===== src/rtl/cl_pkg.sv =====
package cl_pkg;

    localparam int PIX_W  = 3;
    localparam int SEED_W = 3;
    localparam int CLUS_W = 7;

    typedef enum logic {
        ST_LOAD = 1'b0,
        ST_SCAN = 1'b1
    } seq_st_e;

    // centre pixel and its four edge-sharing neighbours
    typedef struct packed {
        logic [PIX_W-1:0] c;
        logic [PIX_W-1:0] n;
        logic [PIX_W-1:0] s;
        logic [PIX_W-1:0] w;
        logic [PIX_W-1:0] e;
    } cross_t;

    // brightest neighbour, ties go to n, then s, then w, then e
    function automatic logic [PIX_W-1:0] brightest(input cross_t x);
        logic [PIX_W-1:0] b;
        b = x.n;
        if (x.s > b) b = x.s;
        if (x.w > b) b = x.w;
        if (x.e > b) b = x.e;
        return b;
    endfunction

endpackage


===== src/rtl/cl_rowstore.sv =====
module cl_rowstore
    import cl_pkg::*;
#(
    parameter int COLS = 8
) (
    input  logic                  clk,
    input  logic                  rst,
    input  logic                  shift,
    input  logic                  flush,
    input  logic                  clear,
    input  logic [COLS*PIX_W-1:0] row_in,
    output logic [COLS*PIX_W-1:0] row_up,
    output logic [COLS*PIX_W-1:0] row_mid,
    output logic [COLS*PIX_W-1:0] row_dn
);

    always_ff @(posedge clk) begin
        if (rst || clear) begin
            row_up  <= '0;
            row_mid <= '0;
            row_dn  <= '0;
        end else if (shift) begin
            row_up  <= row_mid;
            row_mid <= row_dn;
            row_dn  <= flush ? '0 : row_in;
        end
    end


    store_clear_chk: assert property (@(posedge clk) disable iff (rst)
        clear |=> (row_up == '0 && row_mid == '0 && row_dn == '0));

endmodule


===== src/rtl/cl_eval.sv =====
module cl_eval
    import cl_pkg::*;
#(
    parameter int COLS  = 8,
    parameter int COL_W = 3
) (
    input  logic [COLS*PIX_W-1:0] row_up,
    input  logic [COLS*PIX_W-1:0] row_mid,
    input  logic [COLS*PIX_W-1:0] row_dn,
    input  logic [COL_W-1:0]      col,
    input  logic [SEED_W-1:0]     seed_lvl,
    input  logic [CLUS_W-1:0]     clus_lvl,
    output logic                  hit,
    output cross_t                cr
);

    function automatic logic [PIX_W-1:0] pick(input logic [COLS*PIX_W-1:0] v, input int idx);
        if (idx < 0 || idx >= COLS) return '0;
        return v[idx*PIX_W +: PIX_W];
    endfunction

    logic [CLUS_W-1:0] sum;
    int                ci;

    always_comb begin
        ci   = int'(col);
        sum  = '0;
        for (int d = -1; d <= 1; d++) begin
            sum = sum + CLUS_W'(pick(row_up,  ci + d));
            sum = sum + CLUS_W'(pick(row_mid, ci + d));
            sum = sum + CLUS_W'(pick(row_dn,  ci + d));
        end
        cr.c = pick(row_mid, ci);
        cr.n = pick(row_up,  ci);
        cr.s = pick(row_dn,  ci);
        cr.w = pick(row_mid, ci - 1);
        cr.e = pick(row_mid, ci + 1);
        hit  = (cr.c >= seed_lvl) && (sum >= clus_lvl);
    end

endmodule


===== src/rtl/cl_seq.sv =====
module cl_seq
    import cl_pkg::*;
#(
    parameter int ROWS  = 6,
    parameter int COLS  = 8,
    parameter int ROW_W = 3,
    parameter int COL_W = 3
) (
    input  logic             clk,
    input  logic             rst,
    input  logic             in_valid,
    input  logic             adv,
    output logic             in_ready,
    output logic             scanning,
    output logic             shift,
    output logic             flush,
    output logic             clear,
    output logic [ROW_W-1:0] ctr_row,
    output logic [COL_W-1:0] col
);

    localparam int CNT_W = $clog2(ROWS + 1);

    seq_st_e          st;
    logic [CNT_W-1:0] rows_in;
    logic             acc, last_col, row_done, need_flush;

    always_comb begin
        in_ready   = (st == ST_LOAD);
        scanning   = (st == ST_SCAN);
        acc        = in_valid && in_ready;
        last_col   = (col == COL_W'(COLS - 1));
        row_done   = scanning && adv && last_col;
        clear      = row_done && (ctr_row == ROW_W'(ROWS - 1));
        need_flush = row_done && !clear && (rows_in == CNT_W'(ROWS));
        shift      = acc || need_flush;
        flush      = need_flush;
    end

    always_ff @(posedge clk) begin
        if (rst) begin
            st      <= ST_LOAD;
            rows_in <= '0;
            ctr_row <= '0;
            col     <= '0;
        end else begin
            case (st)
                ST_LOAD: begin
                    if (acc) begin
                        rows_in <= rows_in + 1'b1;
                        if (rows_in != '0) begin
                            ctr_row <= ROW_W'(rows_in - 1'b1);
                            col     <= '0;
                            st      <= ST_SCAN;
                        end
                    end
                end
                ST_SCAN: begin
                    if (adv) begin
                        if (!last_col) begin
                            col <= col + 1'b1;
                        end else if (clear) begin
                            rows_in <= '0;
                            st      <= ST_LOAD;
                        end else if (need_flush) begin
                            ctr_row <= ctr_row + 1'b1;
                            col     <= '0;
                        end else begin
                            st <= ST_LOAD;
                        end
                    end
                end
                default: st <= ST_LOAD;
            endcase
        end
    end


    rows_in_range_chk: assert property (@(posedge clk) disable iff (rst)
        rows_in <= CNT_W'(ROWS));


    ctr_row_range_chk: assert property (@(posedge clk) disable iff (rst)
        ctr_row < ROW_W'(ROWS));


    scan_hold_chk: assert property (@(posedge clk) disable iff (rst)
        (scanning && !adv) |=> ($stable(col) && $stable(ctr_row) && scanning));

endmodule


===== src/rtl/cl_sparsifier.sv =====
module cl_sparsifier
    import cl_pkg::*;
#(
    parameter int ROWS    = 6,
    parameter int COLS    = 8,
    parameter bit REDUCED = 1'b0,
    parameter int ROW_W   = (ROWS > 1) ? $clog2(ROWS) : 1,
    parameter int COL_W   = (COLS > 1) ? $clog2(COLS) : 1,
    parameter int NPIX    = REDUCED ? 2 : 5,
    parameter int REC_W   = NPIX * PIX_W + ROW_W + COL_W
) (
    input  logic                  clk,
    input  logic                  rst,
    input  logic                  cfg_we,
    input  logic                  cfg_sel,
    input  logic [CLUS_W-1:0]     cfg_wdata,
    input  logic                  in_valid,
    output logic                  in_ready,
    input  logic [COLS*PIX_W-1:0] in_row,
    output logic                  o_valid,
    input  logic                  o_ready,
    output logic [REC_W-1:0]      o_rec
);

    localparam logic [SEED_W-1:0] SEED_RST = SEED_W'(4);
    localparam logic [CLUS_W-1:0] CLUS_RST = CLUS_W'(12);

    logic [SEED_W-1:0]     seed_q;
    logic [CLUS_W-1:0]     clus_q;
    logic [COLS*PIX_W-1:0] row_up, row_mid, row_dn;
    logic                  scanning, shift, flush, clear, adv, hit;
    logic [ROW_W-1:0]      ctr_row;
    logic [COL_W-1:0]      col;
    cross_t                cr;
    logic [REC_W-1:0]      rec;

    always_ff @(posedge clk) begin
        if (rst) begin
            seed_q <= SEED_RST;
            clus_q <= CLUS_RST;
        end else if (cfg_we) begin
            if (cfg_sel) clus_q <= cfg_wdata;
            else         seed_q <= cfg_wdata[SEED_W-1:0];
        end
    end

    assign adv = !o_valid || o_ready;

    cl_seq #(.ROWS(ROWS), .COLS(COLS), .ROW_W(ROW_W), .COL_W(COL_W)) u_seq (
        .clk(clk), .rst(rst), .in_valid(in_valid), .adv(adv),
        .in_ready(in_ready), .scanning(scanning), .shift(shift),
        .flush(flush), .clear(clear), .ctr_row(ctr_row), .col(col)
    );

    cl_rowstore #(.COLS(COLS)) u_store (
        .clk(clk), .rst(rst), .shift(shift), .flush(flush), .clear(clear),
        .row_in(in_row), .row_up(row_up), .row_mid(row_mid), .row_dn(row_dn)
    );

    cl_eval #(.COLS(COLS), .COL_W(COL_W)) u_eval (
        .row_up(row_up), .row_mid(row_mid), .row_dn(row_dn), .col(col),
        .seed_lvl(seed_q), .clus_lvl(clus_q), .hit(hit), .cr(cr)
    );

    generate
        if (REDUCED) begin : g_reduced
            assign rec = {cr.c, brightest(cr), ctr_row, col};
        end else begin : g_full
            assign rec = {cr.c, cr.n, cr.s, cr.w, cr.e, ctr_row, col};
        end
    endgenerate

    always_ff @(posedge clk) begin
        if (rst) begin
            o_valid <= 1'b0;
            o_rec   <= '0;
        end else if (adv) begin
            o_valid <= scanning && hit;
            o_rec   <= rec;
        end
    end


    stall_hold_chk: assert property (@(posedge clk) disable iff (rst)
        (o_valid && !o_ready) |=> (o_valid && $stable(o_rec)));


    rec_seed_chk: assert property (@(posedge clk) disable iff (rst)
        o_valid |-> (o_rec[REC_W-1 -: PIX_W] >= seed_q));


    rec_row_chk: assert property (@(posedge clk) disable iff (rst)
        o_valid |-> (o_rec[COL_W +: ROW_W] < ROW_W'(ROWS)));

endmodule


===== config.mk =====
export PLATFORM = sky130hd
export DESIGN_NAME = cl_sparsifier
export DESIGN_NICKNAME = d
export VERILOG_FILES = /design/src/rtl/cl_pkg.sv /design/src/rtl/cl_rowstore.sv /design/src/rtl/cl_eval.sv /design/src/rtl/cl_seq.sv /design/src/rtl/cl_sparsifier.sv
export SDC_FILE = /design/constraint.sdc
export NUM_CORES = 1
export LEC_CHECK = 0
export BUFFER_PORTS_ARGS = -buffer_cell sky130_fd_sc_hd__clkbuf_2
export CAP_MARGIN = 10
export CORE_MARGIN = 2
export CORE_UTILIZATION = 45
export CTS_BUF_LIST = sky130_fd_sc_hd__clkbuf_2
export CTS_CLUSTER_DIAMETER = 30
export CTS_CLUSTER_SIZE = 20
export DETAILED_ROUTE_END_ITERATION = 7
export PLACE_DENSITY_LB_ADDON = 0.1
export SKIP_LAST_GASP = 1
export SLEW_MARGIN = 25
export SYNTH_ARGS = -nofsm -noshare
export SYNTH_HDL_FRONTEND = slang
export SYNTH_SLANG_ARGS = --single-unit

===== constraint.sdc =====
create_clock -name clk -period 11.6 [get_ports clk]
set_clock_uncertainty 0.05 [all_clocks]
set_input_delay 1.16 -clock clk [delete_from_list [all_inputs] [get_ports clk]]
set_output_delay 1.16 -clock clk [all_outputs]
set_load 0.01 [all_outputs]

# Word level (Yosys, flattened, before mapping)
# Cells that the tools add are included.
# totals
register_bits	114
input_bits	37
out_inout_bits	23
elab_cells	132
# op_classes
bitwise	2
muxes	45
n_lt_le_gt_ge	10
eq_ne	12
n_mul	4
add_sub_neg	15
n_reduce_logical	23
shifts	10
# op_table
op	n
indexed part select 24 x 32 -> 3 bit	9
2-to-1 mux 3 bit	30
>= comparator 32 x 5 -> 1 bit, second input constant	2
less-than comparator 32 x 1 -> 1 bit, second input constant	2
multiplier 32 x 3 -> 32 bit, second input constant	2
adder 7 x 3 -> 7 bit	7
2-to-1 mux 24 bit	1
indexed part select 24 x 6 -> 3 bit	1
case mux 3 bit (2 select lines)	3
2-to-1 mux 1 bit	10
inequality test 2 x 1 -> 1 bit, second input constant	5
adder 3 x 1 -> 3 bit, second input constant	3
equality test 3 bit, second input constant	3
logical AND 1 bit	8
multiplier 5 x 3 -> 8 bit, second input constant	1
>= comparator 7 bit	1
logical OR 1 bit	7
AND reduction 6 bit	1
adder 4 x 1 -> 5 bit, second input constant	1
>= comparator 5 bit, second input constant	1
less-than comparator 5 x 1 -> 1 bit, second input constant	1
multiplier 3 x 2 -> 5 bit, second input constant	1
AND reduction 5 bit	1
adder 3 x 1 -> 4 bit, second input constant	1
other kinds (15)	19

# Longest topological paths before layout
# depth
ltp_word	16
mapped_depth	34
mapped_depth_nobuf	30

# Hierarchy
# A second synthesis with hierarchy kept.
# unflattened
hier_cells	1010
hier_area_um2	9501.6
# modules_own_cells
mod	n_inst	seq_area_each_um2	area_each_um2	cells_per_inst
cl_eval	1	0.0	4669.5	528
cl_rowstore	1	1441.4	2693.8	262
cl_sparsifier	1	640.6	1480.2	143
cl_seq	1	200.2	658.1	77

# Least setup slack after synthesis
# No wires, ideal clock.
# synth_path
kind	register to register
from	register u_seq.col[0]
to	register o_valid
setup_slack_ps	3141
t_arrival_ps	8289
t_required_ps	11430
setup_time_ps	120
period_less_slack_ps	8459
stages_incl_launch_ff	33
path_buffers	5
path_cell_list	dfxtp_1 buf_4 inv_2 buf_1 buf_2 ha_1 buf_6 buf_12 inv_2 ha_1 ha_1 fa_1 a21oi_1 nor2b_1 xnor2_1 nand3_1 or4_1 fa_1 xnor2_1 fa_1 inv_1 fa_1 fa_1 inv_1 fa_1 ha_1 fa_1 ha_1 a21oi_1 o21ai_0 nand3_1 a21boi_0 o31a_1
# synth_between
elab_chain_len	16
word_cells_on_any_way	47
cone_classes	10 x add/sub; 3 x mul; 8 x order compare; 9 x shift; 12 x mux; 5 x reduce/logical
# synth_lines
item	line_no	text
start: declaration	cl_seq.sv:19	output logic [COL_W-1:0] col
start signal: assignment	cl_seq.sv:61	col <= col + 1'b1;
branches (longest 14 deep; another with multiplier 5 x 3 -> 8 bit)	-	
logical AND 1 bit *	cl_eval.sv:38	hit = (cr.c >= seed_lvl) && (sum >= clus_lvl);
logical AND 1 bit *	cl_sparsifier.sv:78	o_valid <= scanning && hit;
end signal: assignment	cl_sparsifier.sv:78	
end: declaration	cl_sparsifier.sv:20	output logic o_valid,
# Every way passes the cells marked *.
# A chain may end at the register's enable or synchronous reset.

# Final worst setup path
# Ends and elaborated chain as after synthesis.

==> results.json <==
{
  "outcome": "finished, final reports clean",
  "synth_edf_count": 0,
  "rsz0062_at_grt": "false",
  "synth_cells": 1026,
  "die_area_sq_mm": 0.02275,
  "drtIter0Drc": 947,
  "nets": 1144,
  "powerDensity_mw_per_mm2": 100.9,
  "synth_flop_cell": "dfxtp_1",
  "synth_area_leaders": "mux4_2, dfxtp_1, nand2_1",
  "htreeDepth": 4,
  "fmax_ghz": 0.1074,
  "hp-class": "register to register",
  "yosysSeqAreaShare": 0.2353,
  "timing.rr.start": "u_seq.col[0]$_SDFFE_PP0P_",
  "ys_seq_elements": 114,
  "yosys.cell_count.top_type": "nand2_1",
  "synthArstFlopShare": 0,
  "antenna_left": 0,
  "final_cell_count_no_fill": 1323,
  "syn_nets": 1134,
  "grt-ovfl-total": 0,
  "hold_path_end": "o_rec[5]$_SDFFE_PP0N_",
  "r2r_setup_slack_ns": 2.29,
  "holdCritStartpoint": "o_rec[5]$_SDFFE_PP0N_",
  "timing.hold.ws_ns": 0.4108,
  "yosys_warnings": 0,
  "drtPass1Iterations": 5,
  "top_usage_layer": "met2",
  "fin_crit_sh": 0.8027,
  "max-slew-margin-rel": 0.3040,
  "clockBufferDepth": 2,
  "synth_area_sq_mm": 0.009701,
  "synth_common_cells": "nand2_1, a21oi_1, dfxtp_1",
  "synthDistinctLibCells": 59,
  "start_kind": "register",
  "fp.dieH_um": 150.8,
  "path_clk_slew_ns": 0.20,
  "vias_per_cell": 6.091,
  "synthDominantCellAreaShare": 0.2484,
  "finalMaxSlewViolations": 0,
  "synthToLayoutAreaGrowth_pct": 5.353,
  "ios": 60,
  "drc_errors": 0,
  "criticalPathCategory": "register to register",
  "insertion_delay_ns": 0.72,
  "first_global_vias": 7496,
  "grt_start_max_net_pins": 49,
  "cts_setup_buffers": 0,
  "synth_largest_area_cell": "mux4_2",
  "maxCapViolCount": 0,
  "cts_made_buffers": 17,
  "worstRegToRegCells": 27,
  "cp_max_fo": 43,
  "grt.met3_usage": 0.03283,
  "dp_cells": 1292,
  "gp_congestion": 0.8827,
  "cts-resized-gates": 0,
  "clock_sinks": 114,
  "fin_crit_ns": 9.311,
  "grt_pass1_wl_mm": 44.23,
  "endpoint_kind": "register",
  "arrival_ns": 9.90,
  "postCtsHoldBufs": 0,
  "die_w_um": 150.8,
  "finalHoldViolations": 0,
  "min_delay_path_depth": 2,
  "final_area_sq_mm": 0.01022,
  "tightest_slew_ns": 1.041,
  "io_buffers": 59,
  "setup_viol": 0,
  "grt_antenna_before_repair": 1,
  "drive_above_1_share": 0.2139,
  "use_met1": 0.3820,
  "ctsRootBufferMaster": "clkbuf_2",
  "grt_use_total": 0.2553,
  "final_util": 0.4846,
  "wirelength_mm": 28.18,
  "leakagePower_nw": 3.837,
  "post-dp-hpwl_mm": 19.94,
  "wire_per_inst_um": 21.30,
  "start_util": 0.4600,
  "syn_area_per_cell_sq_um": 9.455,
  "rows": 53,
  "cts_tree": "done",
  "use_met2": 0.3957,
  "r2r-end": "o_valid$_SDFFE_PP0N_",
  "tns_ns": 0,
  "max-vdd-ir-drop_mv": 0.06983,
  "vias": 8058,
  "placed_cell_area_sq_mm": 0.009997,
  "required_ns": 12.19,
  "core_area_sq_mm": 0.02109
}
-- per-stage QoR --
| step | power [mW] | worst slack, ns |
|---|---|---|
| floorplan | 0.7048 | 3.141 |
| global placement | 0.7713 | 2.437 |
| detailed placement | 0.7741 | 2.343 |
| CTS | 1.038 | 2.316 |
| global route | 1.092 | 1.663 |
| finish | 1.032 | 2.289 |
-- layout make-up --
type | count | area (sq um)
fill | 2112 | 10870
multi-input combinational | 776 | 6780
sequential | 114 | 2286
timing repair buffer | 72 | 392.9
tap | 275 | 344.1
inverter | 55 | 206.4
clock inverter | 12 | 117.6
clock buffer | 18 | 90.09
antenna | 1 | 2.502
-- placed cells by master, fill, tap and decap left out, types with 16 or more instances in the layout --
cell,netlist,layout
a21oi_1,118,118
clkbuf_2,1,77
dfxtp_1,114,113
fa_1,22,22
ha_1,49,48
inv_1,52,52
mux2i_1,32,32
mux4_2,107,107
nand2_1,214,214
nand3_1,30,30
nor2_1,45,45
o21ai_0,16,16
-- worst max-delay path, cell delays in order, from the launching register on --
cell and delay (ns):
dfxtp_4 0.78, inv_2 0.42, ha_4 0.76, inv_2 0.23, ha_1 0.34, ha_1 0.21, fa_1 0.48, a21oi_1 0.20
nor2b_1 0.08, xnor2_1 0.31, nand3_1 0.37, or4_1 0.65, fa_1 0.45, xnor2_1 0.16, fa_1 0.51, inv_1 0.06
fa_1 0.50, fa_1 0.54, inv_1 0.05, fa_1 0.47, ha_1 0.24, fa_1 0.44, ha_1 0.29, a21oi_1 0.11
o21ai_0 0.10, nand3_1 0.09, a21boi_0 0.08, o31a_1 0.23
-- power breakdown --
group / total, mW / switching, mW / internal (mW)
sequential: 0.445 / 0.0367 / 0.409
combinational: 0.322 / 0.181 / 0.141
clock: 0.265 / 0.170 / 0.0945
-- worst max-delay path by stage --
stage	slack (ns)	end	depth (start not counted)	start
after floorplan	3.14	o_valid$_SDFFE_PP0N_	32	u_seq.col[0]$_SDFFE_PP0P_
after global placement	2.44	o_valid$_SDFFE_PP0N_	27	u_seq.col[0]$_SDFFE_PP0P_
after detailed placement	2.34	o_valid$_SDFFE_PP0N_	27	u_seq.col[0]$_SDFFE_PP0P_
after CTS	2.32	o_valid$_SDFFE_PP0N_	27	u_seq.col[0]$_SDFFE_PP0P_
after global routing	1.66	o_valid$_SDFFE_PP0N_	27	u_seq.col[0]$_SDFFE_PP0P_
final	2.29	o_valid$_SDFFE_PP0N_	27	u_seq.col[0]$_SDFFE_PP0P_
-- cells by family (layout without fill, tap and decap cells) --
group	Yosys count	in the layout	synth area share
fa+ha+maj	71	71	0.1086
mux	150	150	0.3019
flops	114	114	0.2353
other cells	0	1	0
xor+xnor	13	13	0.01251
buf+inv	136	157	0.07017
simple gates	341	341	0.1490
compound gates	201	201	0.1225
-- registers in the layout, indices dropped and copies added (netlist names) --
signal / count
o_valid: 1
u_seq.scanning: 1
u_store.row_up: 24
u_seq.col: 3
seed_q: 3
clus_q: 7
u_seq.rows_in: 3
u_seq.ctr_row: 3
o_rec: 21
u_store.row_dn: 24
u_store.row_mid: 24
-- routing by layer --
layer / part of all wire / vias up
met5: 0 / -
met4: 0.013 / 0
met3: 0.053 / 19
met2: 0.48 / 264
met1: 0.46 / 4025
li1: - / 3750
(Power assumes the default switching activity.)
